File: src/rtl/pic_ack_pkg.sv
package pic_ack_pkg;

    localparam int PRIO_W = 4;
    localparam int VEC_W  = 8;

    typedef logic [PRIO_W-1:0] prio_t;
    typedef logic [VEC_W-1:0]  vec_t;

    typedef struct packed {
        prio_t prio;
        vec_t  vec;
        logic  level;
    } src_cfg_t;

    typedef enum logic [1:0] {
        OP_IDLE,
        OP_OFFER,
        OP_EOI,
        OP_ACK
    } op_e;

    typedef enum logic [1:0] {
        ACK_EMPTY,
        ACK_STALE,
        ACK_GRANT
    } ack_kind_e;

    // acknowledge beats end-of-interrupt, which beats an offer
    function automatic op_e sel_op(input logic ack, input logic eoi, input logic offer);
        if (ack)
            return OP_ACK;
        else if (eoi)
            return OP_EOI;
        else if (offer)
            return OP_OFFER;
        return OP_IDLE;
    endfunction

endpackage

File: src/rtl/pic_src_table.sv
module pic_src_table
    import pic_ack_pkg::*;
#(
    parameter int N_SRC = 16,
    localparam int IDX_W = (N_SRC > 1) ? $clog2(N_SRC) : 1
) (
    input  logic                  clk,
    input  logic                  rst,
    input  logic                  wr_en,
    input  logic [IDX_W-1:0]      wr_idx,
    input  src_cfg_t              wr_cfg,
    input  logic [N_SRC-1:0]      act_set,
    input  logic [N_SRC-1:0]      act_clr,
    output prio_t [N_SRC-1:0]     prio_o,
    output vec_t  [N_SRC-1:0]     vec_o,
    output logic  [N_SRC-1:0]     level_o,
    output logic  [N_SRC-1:0]     act_o
);

    src_cfg_t cfg_q [N_SRC];
    logic     act_q [N_SRC];

    for (genvar g = 0; g < N_SRC; g++) begin : g_entry
        always_ff @(posedge clk) begin
            if (rst) begin
                cfg_q[g] <= '0;
                act_q[g] <= 1'b0;
            end else begin
                if (wr_en && (wr_idx == IDX_W'(g)))
                    cfg_q[g] <= wr_cfg;
                if (act_clr[g])
                    act_q[g] <= 1'b0;
                else if (act_set[g])
                    act_q[g] <= 1'b1;
            end
        end

        assign prio_o[g]  = cfg_q[g].prio;
        assign vec_o[g]   = cfg_q[g].vec;
        assign level_o[g] = cfg_q[g].level;
        assign act_o[g]   = act_q[g];
    end

endmodule

File: src/rtl/pic_prio_pick.sv
module pic_prio_pick
    import pic_ack_pkg::*;
#(
    parameter int N_SRC = 16,
    localparam int IDX_W = (N_SRC > 1) ? $clog2(N_SRC) : 1
) (
    input  logic  [N_SRC-1:0] members,
    input  prio_t [N_SRC-1:0] prio_tab,
    output logic              found,
    output logic [IDX_W-1:0]  idx,
    output prio_t             prio
);

    // strictly-greater scan: the lowest index keeps a tie
    always_comb begin
        found = 1'b0;
        idx   = '0;
        prio  = '0;
        for (int i = 0; i < N_SRC; i++) begin
            if (members[i] && (!found || (prio_tab[i] > prio))) begin
                found = 1'b1;
                idx   = IDX_W'(i);
                prio  = prio_tab[i];
            end
        end
    end

endmodule

File: src/rtl/pic_ack_unit.sv
module pic_ack_unit
    import pic_ack_pkg::*;
#(
    parameter int N_SRC = 16,
    localparam int IDX_W = (N_SRC > 1) ? $clog2(N_SRC) : 1
) (
    input  logic              clk,
    input  logic              rst,
    input  logic              cfg_we,
    input  logic [IDX_W-1:0]  cfg_idx,
    input  logic [3:0]        cfg_prio,
    input  logic [7:0]        cfg_vec,
    input  logic              cfg_level,
    input  logic              tp_we,
    input  logic [3:0]        tp_val,
    input  logic              spv_we,
    input  logic [7:0]        spv_val,
    input  logic              offer_valid,
    input  logic [IDX_W-1:0]  offer_src,
    input  logic              clr_act_valid,
    input  logic [IDX_W-1:0]  clr_act_src,
    input  logic              ack_req,
    input  logic              eoi_req,
    output logic              irq_out,
    output logic              ack_valid,
    output logic [7:0]        ack_vec,
    output logic [N_SRC-1:0]  src_active
);

    localparam logic [N_SRC-1:0] ONE = N_SRC'(1);

    // ---------------- state ----------------
    logic [N_SRC-1:0] raised_q, inserv_q;
    prio_t            tp_q;
    vec_t             spv_q;

    // ---------------- source table ----------------
    prio_t [N_SRC-1:0] prio_tab;
    vec_t  [N_SRC-1:0] vec_tab;
    logic  [N_SRC-1:0] level_tab;
    logic  [N_SRC-1:0] act_set, act_clr;
    src_cfg_t          cfg_new;

    assign cfg_new = '{prio: cfg_prio, vec: cfg_vec, level: cfg_level};

    pic_src_table #(.N_SRC(N_SRC)) u_table (
        .clk     (clk),
        .rst     (rst),
        .wr_en   (cfg_we),
        .wr_idx  (cfg_idx),
        .wr_cfg  (cfg_new),
        .act_set (act_set),
        .act_clr (act_clr),
        .prio_o  (prio_tab),
        .vec_o   (vec_tab),
        .level_o (level_tab),
        .act_o   (src_active)
    );

    // ---------------- priority searches ----------------
    logic             r_found, s_found, s2_found;
    logic [IDX_W-1:0] r_idx, s_idx, s2_idx;
    prio_t            r_prio, s_prio, s2_prio;
    logic [N_SRC-1:0] r_mask, s_mask, inserv_left;

    pic_prio_pick #(.N_SRC(N_SRC)) u_pick_raised (
        .members (raised_q), .prio_tab (prio_tab),
        .found (r_found), .idx (r_idx), .prio (r_prio)
    );

    pic_prio_pick #(.N_SRC(N_SRC)) u_pick_inserv (
        .members (inserv_q), .prio_tab (prio_tab),
        .found (s_found), .idx (s_idx), .prio (s_prio)
    );

    assign r_mask      = r_found ? (ONE << r_idx) : '0;
    assign s_mask      = s_found ? (ONE << s_idx) : '0;
    assign inserv_left = inserv_q & ~s_mask;

    // what stays in service once the top entry retires
    pic_prio_pick #(.N_SRC(N_SRC)) u_pick_left (
        .members (inserv_left), .prio_tab (prio_tab),
        .found (s2_found), .idx (s2_idx), .prio (s2_prio)
    );

    // ---------------- operation decode ----------------
    logic             off_in_range, clr_in_range;
    logic [IDX_W-1:0] off_idx;
    prio_t            off_prio;
    op_e              op;
    logic             accept, outranks, eoi_rearm;
    ack_kind_e        ack_kind;
    logic             clear_on_ack;

    assign off_in_range = 32'(offer_src) < N_SRC;
    assign clr_in_range = 32'(clr_act_src) < N_SRC;
    assign off_idx      = off_in_range ? offer_src : '0;
    assign off_prio     = prio_tab[off_idx];
    assign op           = sel_op(ack_req, eoi_req, offer_valid && off_in_range);

    assign accept   = (op == OP_OFFER) && (off_prio > tp_q) && !raised_q[off_idx];
    assign outranks = (!r_found || (off_prio >= r_prio)) &&
                      (!s_found || (off_prio >= s_prio));

    assign eoi_rearm = r_found && (!s2_found || (r_prio > s2_prio));

    always_comb begin
        if (!r_found)
            ack_kind = ACK_EMPTY;
        else if (!src_active[r_idx] || (prio_tab[r_idx] <= tp_q))
            ack_kind = ACK_STALE;
        else
            ack_kind = ACK_GRANT;
    end

    assign clear_on_ack = (op == OP_ACK) &&
                          ((ack_kind == ACK_STALE) ||
                           ((ack_kind == ACK_GRANT) && !level_tab[r_idx]));

    assign act_set = accept ? (ONE << off_idx) : '0;
    assign act_clr = ((clr_act_valid && clr_in_range) ? (ONE << clr_act_src) : '0) |
                     (clear_on_ack ? r_mask : '0);

    // ---------------- registers ----------------
    always_ff @(posedge clk) begin
        if (rst) begin
            raised_q  <= '0;
            inserv_q  <= '0;
            tp_q      <= '1;
            spv_q     <= '1;
            irq_out   <= 1'b0;
            ack_valid <= 1'b0;
            ack_vec   <= '0;
        end else begin
            if (tp_we)
                tp_q <= tp_val;
            if (spv_we)
                spv_q <= spv_val;

            ack_valid <= (op == OP_ACK);

            unique case (op)
                OP_ACK: begin
                    irq_out  <= 1'b0;
                    raised_q <= raised_q & ~r_mask;
                    if (ack_kind == ACK_GRANT) begin
                        inserv_q <= inserv_q | r_mask;
                        ack_vec  <= vec_tab[r_idx];
                    end else begin
                        ack_vec  <= spv_q;
                    end
                end
                OP_EOI: begin
                    inserv_q <= inserv_left;
                    if (eoi_rearm)
                        irq_out <= 1'b1;
                end
                OP_OFFER: begin
                    if (accept) begin
                        raised_q <= raised_q | act_set;
                        if (outranks)
                            irq_out <= 1'b1;
                    end
                end
                default: ;
            endcase
        end
    end

endmodule

File: config.mk
export PLATFORM = sky130hd
export DESIGN_NAME = pic_ack_unit
export DESIGN_NICKNAME = d
export VERILOG_FILES = /design/src/rtl/pic_ack_pkg.sv /design/src/rtl/pic_src_table.sv /design/src/rtl/pic_prio_pick.sv /design/src/rtl/pic_ack_unit.sv
export SDC_FILE = /design/constraint.sdc
export NUM_CORES = 1
export LEC_CHECK = 0
export BUFFER_PORTS_ARGS = -buffer_cell sky130_fd_sc_hd__buf_2
export CORE_ASPECT_RATIO = 1.75
export CORE_UTILIZATION = 60
export DETAILED_ROUTE_END_ITERATION = 16
export PLACE_DENSITY_LB_ADDON = 0.05
export SYNTH_ARGS = -nofsm -noshare
export SYNTH_HDL_FRONTEND = slang
export SYNTH_SLANG_ARGS = --single-unit
File: constraint.sdc
create_clock -name clk -period 135.9 [get_ports clk]
set_input_delay 6.795 -clock clk [delete_from_list [all_inputs] [get_ports clk]]
set_output_delay 6.795 -clock clk [all_outputs]
set_load 0.03 [all_outputs]
==> results.json <==
{
  "status": "completed",
  "num_vias": 19900,
  "p_int_uw": 147,
  "drtIter0Drc": 1345,
  "routed_wl_mm": 76.4,
  "nets": 2680,
  "tns_ns": 0,
  "grt_usage_pct": 39.5,
  "synth_top_family_by_area": "compound AO/OA/AOI/OAI gates",
  "finalPower_uw": 204,
  "cts_tree": "done",
  "hold_viol": 0,
  "worst_setup_path_start_kind": "flop",
  "syn_avg_cell_area_um2": 9.21,
  "syn_inst": 2455,
  "synth-simple-area-share_pct": 19.3,
  "critical_path.top_delay_family": "compound AO/OA/AOI/OAI gates",
  "cts_buffers": 25,
  "fin_util_pct": 65.1,
  "swShare_pct": 28.2,
  "leakagePower_uw": 0.00946,
  "synth-warning-count": 0,
  "syn_to_final_growth_pct": 6.55,
  "hold-worst-slack_ns": 0.484,
  "dp_hpwl_mm": 57.8,
  "synth_cell_types": 107,
  "synth_compound_area_share_pct": 20.4,
  "worstSetupEndpointType": "flop",
  "drv_cap": 0,
  "arrival_ns": 52.78,
  "ys_ff_latch": 278,
  "clk_pin_slew_ns": 0.07,
  "wl_per_cell_um": 25.9,
  "tightest_slew_ns": 1.29,
  "clockBufferDepth": 3,
  "postCtsSetupBuffers": 0,
  "io_buffers": 71,
  "path_buf_inv": 13,
  "vdd_drop_max_v": 0.0000120,
  "drive_above_1_share_pct": 12.2,
  "fp.dieW_um": 149,
  "p_comb_share_pct": 15.4,
  "p_per_area_nw_per_um2": 8.48,
  "core_um2": 37000,
  "synth_xor_area_share_pct": 0,
  "io_pins": 72,
  "postCtsHoldBufs": 0,
  "synthAdderAreaFrac_pct": 10.3,
  "max_freq_mhz": 19.1,
  "rsz0062_at_grt": "false",
  "slew_viol_final": 0,
  "grt_pass1_vias": 19600,
  "fin_crit_sh_pct": 38.5,
  "htreeDepth": 1,
  "ys.flop_type": "edfxtp_1",
  "synth_edf_count": 224,
  "cp_common_cell": "a21oi_1",
  "instances_no_fill": 2946,
  "hp-class": "reg -> reg",
  "seq_area_frac_synth_pct": 34.5,
  "async_reset_ff_share_pct": 0,
  "avgViaCountPerCell": 6.76,
  "drc": 0,
  "insertion_delay_ns": 0.56,
  "synthesis.area_um2": 22600,
  "critPathSlowestCell": "a211oi_1",
  "max_stage_delay_ns": 0.92,
  "grt-ovfl-total": 0,
  "die_h_um": 259,
  "required_ns": 136.32,
  "diodes": 0,
  "ant_nets": 0,
  "syn_nets": 2683,
  "start_util_pct": 61.1,
  "root_buffer": "clkbuf_16",
  "setup-violations-final": 0,
  "gp_congestion": 1.03,
  "grt_pass1_wl_mm": 113,
  "relSlewSlack_pct": 12.9,
  "cts_resized": 0,
  "cts.sinks": 278,
  "placed_cells": 2900,
  "dieArea_um2": 38500,
  "drt_first_pass_iters": 5,
  "p_clk_share_pct": 34.9,
  "yosys-mux-area-fraction_pct": 10.9,
  "finalCriticalPeriod_ns": 52.36,
  "antenna_found_initial": 5,
  "fp-row-count": 93,
  "grt_max_degree": 75,
  "worst-path-max-fanout": 17,
  "crit_type": "reg -> reg",
  "skew_ns": 0.0314,
  "switchingPower_uw": 57.6,
  "power_frac_seq_pct": 49.7
}
[power by group through the flow]
stage | Clock (µW) | Combinational [µW] | Sequential (µW)
finish | 71.3 | 31.5 | 102
global placement | 0 | 29.7 | 103
detailed placement | 0 | 30.7 | 103
global route | 74.1 | 34.2 | 102
CTS | 71.6 | 30.9 | 101
floorplan | 0 | 20.3 | 101
[Yosys cell counts, drive strengths merged (50+ instances only)]
cell / number / area share, %
mux2i: 100 / 4.4
inv: 139 / 2.3
edfxtp: 224 / 30
mux2: 80 / 4.0
o211ai: 50 / 1.7
nand2b: 61 / 1.7
nand2: 163 / 2.7
dfxtp: 54 / 4.8
a21oi: 182 / 4.0
nor2: 196 / 3.3
ha: 182 / 10
clkbuf: 109 / 1.8
and2: 225 / 6.2
o21ai: 145 / 3.2
[logic make-up after synthesis]
logic type	after synthesis
buf+inv	266
simple gates	845
mux	205
flops	278
fa+ha+maj	187
compound gates	674
[through the flow]
step / setup slack (ns) / cell area [µm²]
2_1_floorplan: 90.81 / 22600
3_3_place_gp: 86.20 / 23300
3_5_place_dp: 84.53 / 23300
4_1_cts: 84.42 / 24100
5_1_grt: 79.35 / 24100
6_report: 83.54 / 24100
[flip-flops by register name, summed over array words and instances (netlist names)]
signal and flops:
u_table.act_q 16, irq_out 1, ack_vec 8, inserv_q 16, raised_q 16, ack_valid 1, spv_q 8, tp_q 4
u_table.cfg_q 208
[metal layers]
layer / wire, µm / vias to the layer above / GRT usage [%]
met5: 69 / - / 0
met4: 6210 / 10 / 29.0
met3: 4750 / 312 / 4.28
met2: 39300 / 900 / 72.5
met1: 26100 / 9592 / 41.2
li1: - / 9103 / -
[cell usage in the layout (no fill, tap or decap), types with 9 or more instances in the layout]
cell type / n
clkbuf_1: 10
mux4_2: 25
ha_1: 182
buf_2: 71
o31ai_1: 11
o211ai_1: 49
a31oi_1: 25
mux2i_1: 99
nor4_1: 9
inv_1: 138
clkbuf_16: 25
o21a_1: 17
nand2_1: 162
a211oi_1: 46
o21ai_1: 25
nor3_1: 41
a41oi_1: 15
or2_2: 14
a41o_1: 11
edfxtp_1: 224
a21o_1: 25
o21ai_0: 118
buf_4: 25
a311oi_1: 9
a221oi_1: 9
mux2_2: 78
dfxtp_1: 54
nand2b_1: 61
a221o_1: 14
a21oi_1: 180
nor2_1: 192
and2_1: 224
nand4_1: 11
o31a_1: 11
nand3_1: 37
nor2b_1: 49
[worst min-delay path, cell delays in order, from the launching register on]
cell,delay [ns]
dfxtp_1,0.33
mux2i_1,0.07
nand2_1,0.06
[layout make-up]
class | count | area [µm²]
inverters | 140 | 526
well taps | 475 | 594
repair buffers | 96 | 543
clock buffers | 36 | 677
flip-flops and latches | 278 | 7810
multi-input cells | 1911 | 13800
fillers | 3088 | 12900
clock inverters | 10 | 118
[worst paths after layout]
check | slack (ns) | cells after the start | endpoint | startpoint
max | 83.54 | 256 | irq_out | inserv_q[0]
min | 0.48 | 2 | spv_q[7] | spv_q[7]
min reg2reg | 0.48 | 2 | spv_q[7] | spv_q[7]
max reg2reg | 83.54 | 256 | irq_out | inserv_q[0]
Note: power is estimated with default switching activity, not from simulation.
